### config.mk
export PLATFORM = sky130hd
export DESIGN_NAME = cpu_isa_bridge
export DESIGN_NICKNAME = d
export VERILOG_FILES = /design/src/rtl/isa_bridge_pkg.sv /design/src/rtl/isa_addr_decode.sv /design/src/rtl/isa_lane_swap.sv /design/src/rtl/cpu_isa_bridge.sv
export SDC_FILE = /design/constraint.sdc
export NUM_CORES = 1
export LEC_CHECK = 0
export BUFFER_PORTS_ARGS = -buffer_cell sky130_fd_sc_hd__buf_2
export CAP_MARGIN = 20
export CORE_ASPECT_RATIO = 1.2
export CORE_MARGIN = 2
export CORE_UTILIZATION = 45
export DETAILED_ROUTE_END_ITERATION = 8
export GPL_ROUTABILITY_DRIVEN = 0
export HOLD_SLACK_MARGIN = 0.03
export PLACE_DENSITY_LB_ADDON = 0.2
export SLEW_MARGIN = 25
export SYNTH_ARGS = -nofsm -noshare
export SYNTH_HDL_FRONTEND = slang
export SYNTH_SLANG_ARGS = --single-unit
### constraint.sdc
create_clock -name clk -period 3.9 [get_ports clk]
set_input_delay 0.195 -clock clk [delete_from_list [all_inputs] [get_ports clk]]
set_output_delay 0.195 -clock clk [all_outputs]
set_load 0.02 [all_outputs]
### src/rtl/isa_bridge_pkg.sv
package isa_bridge_pkg;

    localparam int unsigned BUS_W    = 32;
    localparam int unsigned LANES    = BUS_W / 8;
    localparam int unsigned PORT_W   = 20;
    localparam int unsigned WIN_BITS = 23;                 // 8 MB window
    localparam logic [31:0] WIN_BASE = 32'h8000_0000;
    localparam logic [31:0] ACK_BASE = 32'hBFFF_FFF0;

    typedef enum logic [1:0] {
        SZ_BYTE = 2'd0,
        SZ_HALF = 2'd1,
        SZ_WORD = 2'd2
    } xfer_size_e;

    typedef enum logic [1:0] {
        ST_IDLE,
        ST_IO_WAIT,
        ST_ACK_WAIT,
        ST_DONE
    } bridge_state_e;

    typedef struct packed {
        logic claim;      // address belongs to this block
        logic to_io;      // forward to the I/O bus
        logic to_ack;     // run an interrupt acknowledge cycle
    } decode_t;

endpackage

### src/rtl/isa_addr_decode.sv
module isa_addr_decode
    import isa_bridge_pkg::*;
(
    input  logic [31:0]        addr,
    input  logic               write,
    input  logic               map_mode,
    output decode_t            dec,
    output logic [PORT_W-1:0]  port
);
    logic in_win;
    logic in_ack;

    always_comb begin
        in_win = (addr[31:WIN_BITS] == WIN_BASE[31:WIN_BITS]);
        in_ack = (addr[31:2] == ACK_BASE[31:2]);

        dec.claim  = in_win | in_ack;
        dec.to_io  = in_win;
        dec.to_ack = in_ack & ~write & (addr[1:0] == ACK_BASE[1:0]);

        if (map_mode) begin
            // scattered map: one 32-port slice per 4 KB page
            port = {addr[26:12], addr[4:0]};
        end else begin
            port = {{(PORT_W-16){1'b0}}, addr[15:0]};
        end
    end
endmodule

### src/rtl/isa_lane_swap.sv
module isa_lane_swap
    import isa_bridge_pkg::*;
(
    input  xfer_size_e         size,
    input  logic [BUS_W-1:0]   din,
    output logic [BUS_W-1:0]   dout
);
    for (genvar i = 0; i < LANES; i++) begin : g_lane
        always_comb begin
            unique case (size)
                SZ_HALF: dout[8*i +: 8] = (i < 2) ? din[8*(1-i) +: 8] : 8'h00;
                SZ_WORD: dout[8*i +: 8] = din[8*(LANES-1-i) +: 8];
                default: dout[8*i +: 8] = din[8*i +: 8];
            endcase
        end
    end
endmodule

### src/rtl/cpu_isa_bridge.sv
module cpu_isa_bridge
    import isa_bridge_pkg::*;
#(
    parameter int unsigned VEC_W = 8
) (
    input  logic               clk,
    input  logic               rst,
    input  logic               map_mode,
    input  logic               cpu_start,
    input  logic               cpu_write,
    input  logic [1:0]         cpu_size,
    input  logic [31:0]        cpu_addr,
    input  logic [31:0]        cpu_wdata,
    output logic               cpu_hit,
    output logic               cpu_done,
    output logic [31:0]        cpu_rdata,
    output logic               io_req,
    output logic               io_write,
    output logic [1:0]         io_size,
    output logic [19:0]        io_port,
    output logic [31:0]        io_wdata,
    input  logic               io_ready,
    input  logic [31:0]        io_rdata,
    output logic               ack_req,
    input  logic               ack_ready,
    input  logic [VEC_W-1:0]   ack_vector
);
    bridge_state_e     state;
    decode_t           dec;
    logic [PORT_W-1:0] port_calc;
    logic [BUS_W-1:0]  wdata_sw;
    logic [BUS_W-1:0]  rsrc;
    logic [BUS_W-1:0]  rdata_sw;
    xfer_size_e        size_q;
    logic [PORT_W-1:0] port_q;
    logic [BUS_W-1:0]  wdata_q;
    logic [BUS_W-1:0]  rdata_q;
    logic              wr_q;
    logic              accept;

    isa_addr_decode u_decode (
        .addr     (cpu_addr),
        .write    (cpu_write),
        .map_mode (map_mode),
        .dec      (dec),
        .port     (port_calc)
    );

    isa_lane_swap u_wswap (
        .size (xfer_size_e'(cpu_size)),
        .din  (cpu_wdata),
        .dout (wdata_sw)
    );

    assign rsrc = (state == ST_ACK_WAIT)
                ? {{(BUS_W-VEC_W){1'b0}}, ack_vector}
                : io_rdata;

    isa_lane_swap u_rswap (
        .size (size_q),
        .din  (rsrc),
        .dout (rdata_sw)
    );

    assign accept = (state == ST_IDLE) && cpu_start && dec.claim;

    always_ff @(posedge clk) begin
        if (rst) begin
            state   <= ST_IDLE;
            size_q  <= SZ_BYTE;
            port_q  <= '0;
            wdata_q <= '0;
            rdata_q <= '0;
            wr_q    <= 1'b0;
        end else begin
            unique case (state)
                ST_IDLE: if (accept) begin
                    size_q <= xfer_size_e'(cpu_size);
                    if (dec.to_io) begin
                        port_q  <= port_calc;
                        wdata_q <= wdata_sw;
                        wr_q    <= cpu_write;
                        state   <= ST_IO_WAIT;
                    end else if (dec.to_ack) begin
                        state   <= ST_ACK_WAIT;
                    end else begin
                        rdata_q <= '0;
                        state   <= ST_DONE;
                    end
                end
                ST_IO_WAIT: if (io_ready) begin
                    rdata_q <= rdata_sw;
                    state   <= ST_DONE;
                end
                ST_ACK_WAIT: if (ack_ready) begin
                    rdata_q <= rdata_sw;
                    state   <= ST_DONE;
                end
                default: state <= ST_IDLE;
            endcase
        end
    end

    assign cpu_hit   = accept;
    assign cpu_done  = (state == ST_DONE);
    assign cpu_rdata = rdata_q;
    assign io_req    = (state == ST_IO_WAIT);
    assign io_write  = wr_q;
    assign io_size   = size_q;
    assign io_port   = port_q;
    assign io_wdata  = wdata_q;
    assign ack_req   = (state == ST_ACK_WAIT);
endmodule

==> metrics.md, run 1 <==
| Metric | Value |
|---|---|
| Register area share after synthesis | 37.67% |
| Buffers on Ports | 203 |
| Total of max-cap violations | 0 |
| Antenna diodes | 0 |
| Post-Syn Area per Cell | 7.779 µm² |
| P_leak | 0.002555 µW |
| DR iter-0 viols | 290 |
| Area contributors post-synth | dfxtp_1 (38%), nand2_1 (7.6%), a22oi_1 (6.2%) |
| Post-DP HPWL | 10730 µm |
| Cell Area, Synth | 4730 µm² |
| Crit path kind | register to register |
| Most frequent cells in the layout | buf_2 (203), nand2_1 (96), dfxtp_1 (89) |
| Layout area overhead | 27.59% |
| Layout Skew | 0.005911 ns |
| First-pass GRT wire length | 22780 µm |
| Worst-path clk slew | 0.07 ns |
| Ys flop type | dfxtp_1 |
| Fraction of layout cells with a size suffix above 1 | 32.52% |
| Period utilisation layout | 66.17% |
| Number of synthesized register bits | 89 |
| Final Max Slew Viols | 0 |
| RSZ-0062 raised after global routing | no |
| Post-CTS Hold Buffers | 0 |
| Post-synth EDFFs | 0 |
| Worst Max-Slew Pin Slew | 0.7938 ns |
| CP Capture Type | register |
| Min-Delay Path Class | primary input to register |
| Async SR Flop Fraction | 0% |
| Cell breakdown of the critical path | inv_1 -> ha_1 -> buf_4 -> inv_2 -> o22ai_1 -> or2_2 -> a21oi_2 -> buf_4 -> or3b_2 -> o31ai_2 |
| Slew HR | 47.08% |
| DR DRC count | 0 |
| Ys Warns | 0 |
| Final net count | 891 |
| Vias | 5149 |
| 1st-pass router iterations | 5 |
| Number of H-tree levels | 3 |
| Final Core Density | 58.23% |
| CTS Sinks | 89 |
| GRT Overall Usage | 24.69% |
| Latest clock arrival within the worst-skew pair | 0.34 ns |
| Inserted Clock Buffers | 9 |
| Worst path max stage delay | 0.49 ns |
| Synth area leader | dfxtp_1 |
| Critical Path RT | 4.15 ns |
| Die height | 116.3 µm |
| Commonest non-fill, non-tap cell in the layout | buf_2 |
| Number of distinct library cells after synthesis | 40 |
| Root Driver | clkbuf_16 |
| PD cells | 417.9 nW/µm² |
| DIE WIDTH | 97.59 µm |
| Setup TNS Final | 0 ns |
| Clock buffer depth | 2 |
| FMAX | 387.5 MHz |
| Mux cell area share after synthesis | 3.175% |
| Antenna violations before repair | 0 |
| Most frequent cell on the critical path | buf_4 |
| Hold Vio Cnt, Final | 0 |
| Routed WL | 14590 µm |
| Antenna viol nets, final | 0 |
| CP Data Arrival Time | 2.83 ns |
| Vias/cell | 5.696 |
| Synth Area in Adders | 2.116% |
| Total core area | 10360 µm² |
| Cell family with most CP delay | simple AND/OR/NAND/NOR gates |
| Largest net degree at the start of global routing | 51 |
| Synth Area in XOR/XNOR | 0% |
| Max VDD drop | 0.2608 mV |
| Final setup vio count | 0 |
| Mapped Cells | 608 |
| CTS tree | yes |
| Setup repair bufs after CTS | 0 |
| Status | finished, final reports clean |
| Total grt overflow | 0 |
| IO Count | 204 |
| Final Critical Period | 2.581 ns |
| DR WL/cell | 16.14 µm |
| Die area | 11350 µm² |
| Synth top area share | 37.67% |
| Synth Area in Simple Gates | 22.06% |
| Num rows | 41 |
| CP Max Fanout | 40 |
| Synth Net Count | 729 |
| Slowest cell on crit path | or3b_2 |
| CP Launch Type | register |
| Number of global-route vias before repair | 4680 |
| Worst path bufs/invs | 4 |
| Starting Density | 45.64% |
| Compound-cell area share of the yosys netlist | 28.99% |
| Largest family of logic cells by synthesized area | compound AO/OA/AOI/OAI gates |
| CTS resizes | 0 |
-- sequential cells by signal, summed over array words and instances (netlist names) --
name       cells
state          2
io_write       1
io_port       20
cpu_rdata     32
io_size        2
io_wdata      32
-- metrics by stage --
step	hold slack, ns	worst slack [ns]	instances	total power (µW)	instance area, µm²
after floorplan	0.3310	1.716	608	1503	4730
after global placement	0.4406	1.523	887	1659	5722
after detailed placement	0.4451	1.410	888	1680	5742
after CTS	0.09251	1.355	904	2529	6032
after global routing	0.09648	1.160	904	2659	6035
final	0.1042	1.319	904	2522	6035
-- per-layer routing --
layer  up-vias  track usage [%]  share of wire (%)
li1       2524                -                  -
met1      2363            30.71                 41
met2       240            42.02                 49
met3        22            6.583                8.3
met4         0            8.148                2.1
met5         -                0                  0
-- report_power, final --
group,internal (µW),switching (µW),total [µW]
Clock,471,378,848
Combinational,221,512,733
Sequential,927,13.4,940
Total,1620,904,2520
-- cell families (layout without fill, tap and decap cells) --
kind of cell,after synthesis,after routing
buffers and inverters,69,236
flip-flops,89,89
AO/OA/AOI/OAI,207,207
AND/OR/NAND/NOR,220,220
multiplexers,15,15
adder cells (fa/ha/maj),8,8
-- final cells by class --
class,instances,area [µm²]
multi-input cells,450,2679
repair buffers,211,1089
flip-flops and latches,89,1782
clock buffers,11,252.7
clock inverters,5,37.54
well taps,129,161.4
fillers,991,4328
inverters,9,33.78
-- cells in the mapped netlist (3+ instances only) --
master    count
o21ai_0      55
nand2_1      96
clkbuf_1     48
o31ai_2       8
a22o_1        7
nand2b_1      9
nand4_1       5
nor2b_1       4
nand3_1      17
mux2i_1      15
nor3_1       17
buf_2         7
a22oi_1      39
ha_1          8
and2_1        4
a221oi_1     24
nor2_1       45
a21oi_1      49
nor3b_1       4
buf_1         3
a211oi_1     20
dfxtp_1      89
inv_1         8
or3b_2        8
-- path summary, 6_finish.rpt --
path,startpoint,end,slack (ns),depth (start not counted)
min,cpu_addr[2],io_port[2]$_SDFFE_PP0P_,0.10,3
max reg2reg,state[0]$_SDFFE_PP0P_,cpu_rdata[12]$_SDFFE_PP0P_,1.32,10
min reg2reg,io_wdata[7]$_SDFFE_PP0P_,io_wdata[7]$_SDFFE_PP0P_,0.45,2
max,state[0]$_SDFFE_PP0P_,cpu_rdata[12]$_SDFFE_PP0P_,1.32,10
-- worst min-delay path: cells and delay by family --
kind / cells / cell delay [ns]
AOI/OAI and AO/OA: 1 / 0.05
and+or+nand+nor: 1 / 0.05
buffers and inverters: 1 / 0.10
Note: power is estimated with default switching activity, not from simulation.
==> run 2, diff against run 1 <==
- clock period: 3.9 -> 2.59 ns (I/O delays scaled with it)
==> metrics.md, run 2 (synthesized netlist as in run 1, its figures left out) <==
| Metric | Value |
|---|---|
| Max Used Layer | met4 |
| CTS Sinks | 89 |
| CP Launch Type | register |
| P_leak | 0.002593 µW |
| Layout Skew | 0.004878 ns |
| Total core area | 10360 µm² |
| Most frequent cells in the layout | buf_2 (203), nand2_1 (96), dfxtp_1 (89) |
| DIE WIDTH | 97.59 µm |
| Vias/cell | 5.735 |
| Routed WL | 14850 µm |
| DR DRC count | 0 |
| Post-DP HPWL | 10790 µm |
| IO Count | 204 |
| Num rows | 41 |
| Layout area overhead | 28.73% |
| FMAX | 444.5 MHz |
| CP Data Arrival Time | 2.52 ns |
| Routed met3 length | 1335 µm |
| FF+latch area | 1782 µm² |
| Inserted Clock Buffers | 9 |
| Commonest non-fill, non-tap cell in the layout | buf_2 |
| Setup repair bufs after CTS | 0 |
| Total of max-cap violations | 0 |
| Worst-path clk slew | 0.07 ns |
| Starting Density | 45.64% |
| CTS resizes | 0 |
| Total grt overflow | 0 |
| First-pass GRT wire length | 23380 µm |
| Multi-input logic area | 2676 µm² |
| Status | finished, final reports clean |
| DR iter-0 viols | 369 |
| Antenna violations before repair | 0 |
| Final net count | 895 |
| Setup TNS Final | 0 ns |
| Buffers on Ports | 203 |
| Clock buffer depth | 2 |
| Slew HR | 47.89% |
| Final setup vio count | 0 |
| Vias | 5207 |
| Hold Crit Start | cpu_addr[3] |
| Die height | 116.3 µm |
| Crit path kind | register to register |
| Dpl ws | 0.3321 ns |
| Worst Max-Slew Pin Slew | 0.7816 ns |
| GRT Overall Usage | 25.26% |
| DR WL/cell | 16.35 µm |
| Final Critical Period | 2.250 ns |
| Number of global-route vias before repair | 4708 |
| WL met2 | 6987 µm |
| Latest clock arrival within the worst-skew pair | 0.35 ns |
| Period utilisation layout | 86.87% |
| Final Max Slew Viols | 0 |
| PD cells | 635.9 nW/µm² |
| Post-CTS Hold Buffers | 0 |
| Fin worst setup slack | 0.3401 ns |
| Die area | 11350 µm² |
| Met1 WL | 6161 µm |
| Antenna diodes | 0 |
| Antenna viol nets, final | 0 |
| Largest net degree at the start of global routing | 65 |
| CTS tree | yes |
| Fillers | 1022 |
| Final hold slack | 0.03396 ns |
| Root Driver | clkbuf_16 |
| Max VDD drop | 0.3459 mV |
| Critical Path RT | 2.86 ns |
| 1st-pass router iterations | 5 |
| CP Capture Type | register |
| Min-Delay Path Class | primary input to register |
| Crit. Startpoint | state[0]$_SDFFE_PP0P_ |
| Crit Reg-Reg Startpoint | state[0]$_SDFFE_PP0P_ |
| RSZ-0062 raised after global routing | no |
| Fraction of layout cells with a size suffix above 1 | 32.73% |
| Hold Vio Cnt, Final | 0 |
| Number of H-tree levels | 3 |
| CP Max Fanout | 40 |
## run 2: area by class of cell
class	instances	share of cell area (%)
multi-input cells	450	43.96
repair buffers	215	18.58
well taps	129	2.651
clock inverters	7	1.295
flip-flops and latches	89	29.26
clock buffers	9	3.699
inverters	9	0.5549
## run 2: report_power, final
group	switching, µW	internal [µW]
logic	768	348
registers	20.8	1400
clock network	581	758
## run 2: path summary, 6_finish.rpt
path                                     end  slack [ns]  cells past startpoint
hold reg to reg        io_write$_SDFFE_PP0P_        0.45                      2
setup / recovery  cpu_rdata[26]$_SDFFE_PP0P_        0.34                      9
setup reg to reg  cpu_rdata[26]$_SDFFE_PP0P_        0.34                      9
hold / removal       io_port[3]$_SDFFE_PP0P_        0.03                      3
## run 2: layer usage
metal,vias up,global-route usage (%)
met5,-,0
met4,0,10.09
met3,27,7.121
met2,254,39.95
met1,2384,32.95
li1,2542,-
## run 2: through the flow
stage	instances	power (µW)	instance area [µm²]	util, %
detailed placement	892	2547	5784	55.82
finish	908	3871	6088	58.75
global route	908	4072	6088	58.75
floorplan	608	2263	4730	-
CTS	908	3872	6088	58.75
global placement	892	2530	5784	55.82
## run 2: worst max-delay path, stage by stage, from the launching register on
cell and delay (ns):
dfxtp_1 0.38, inv_1 0.08, ha_1 0.22, inv_2 0.14, o22ai_1 0.12, or2_2 0.42, a21oi_2 0.14, buf_4 0.35
nand3_1 0.14, a21oi_1 0.18
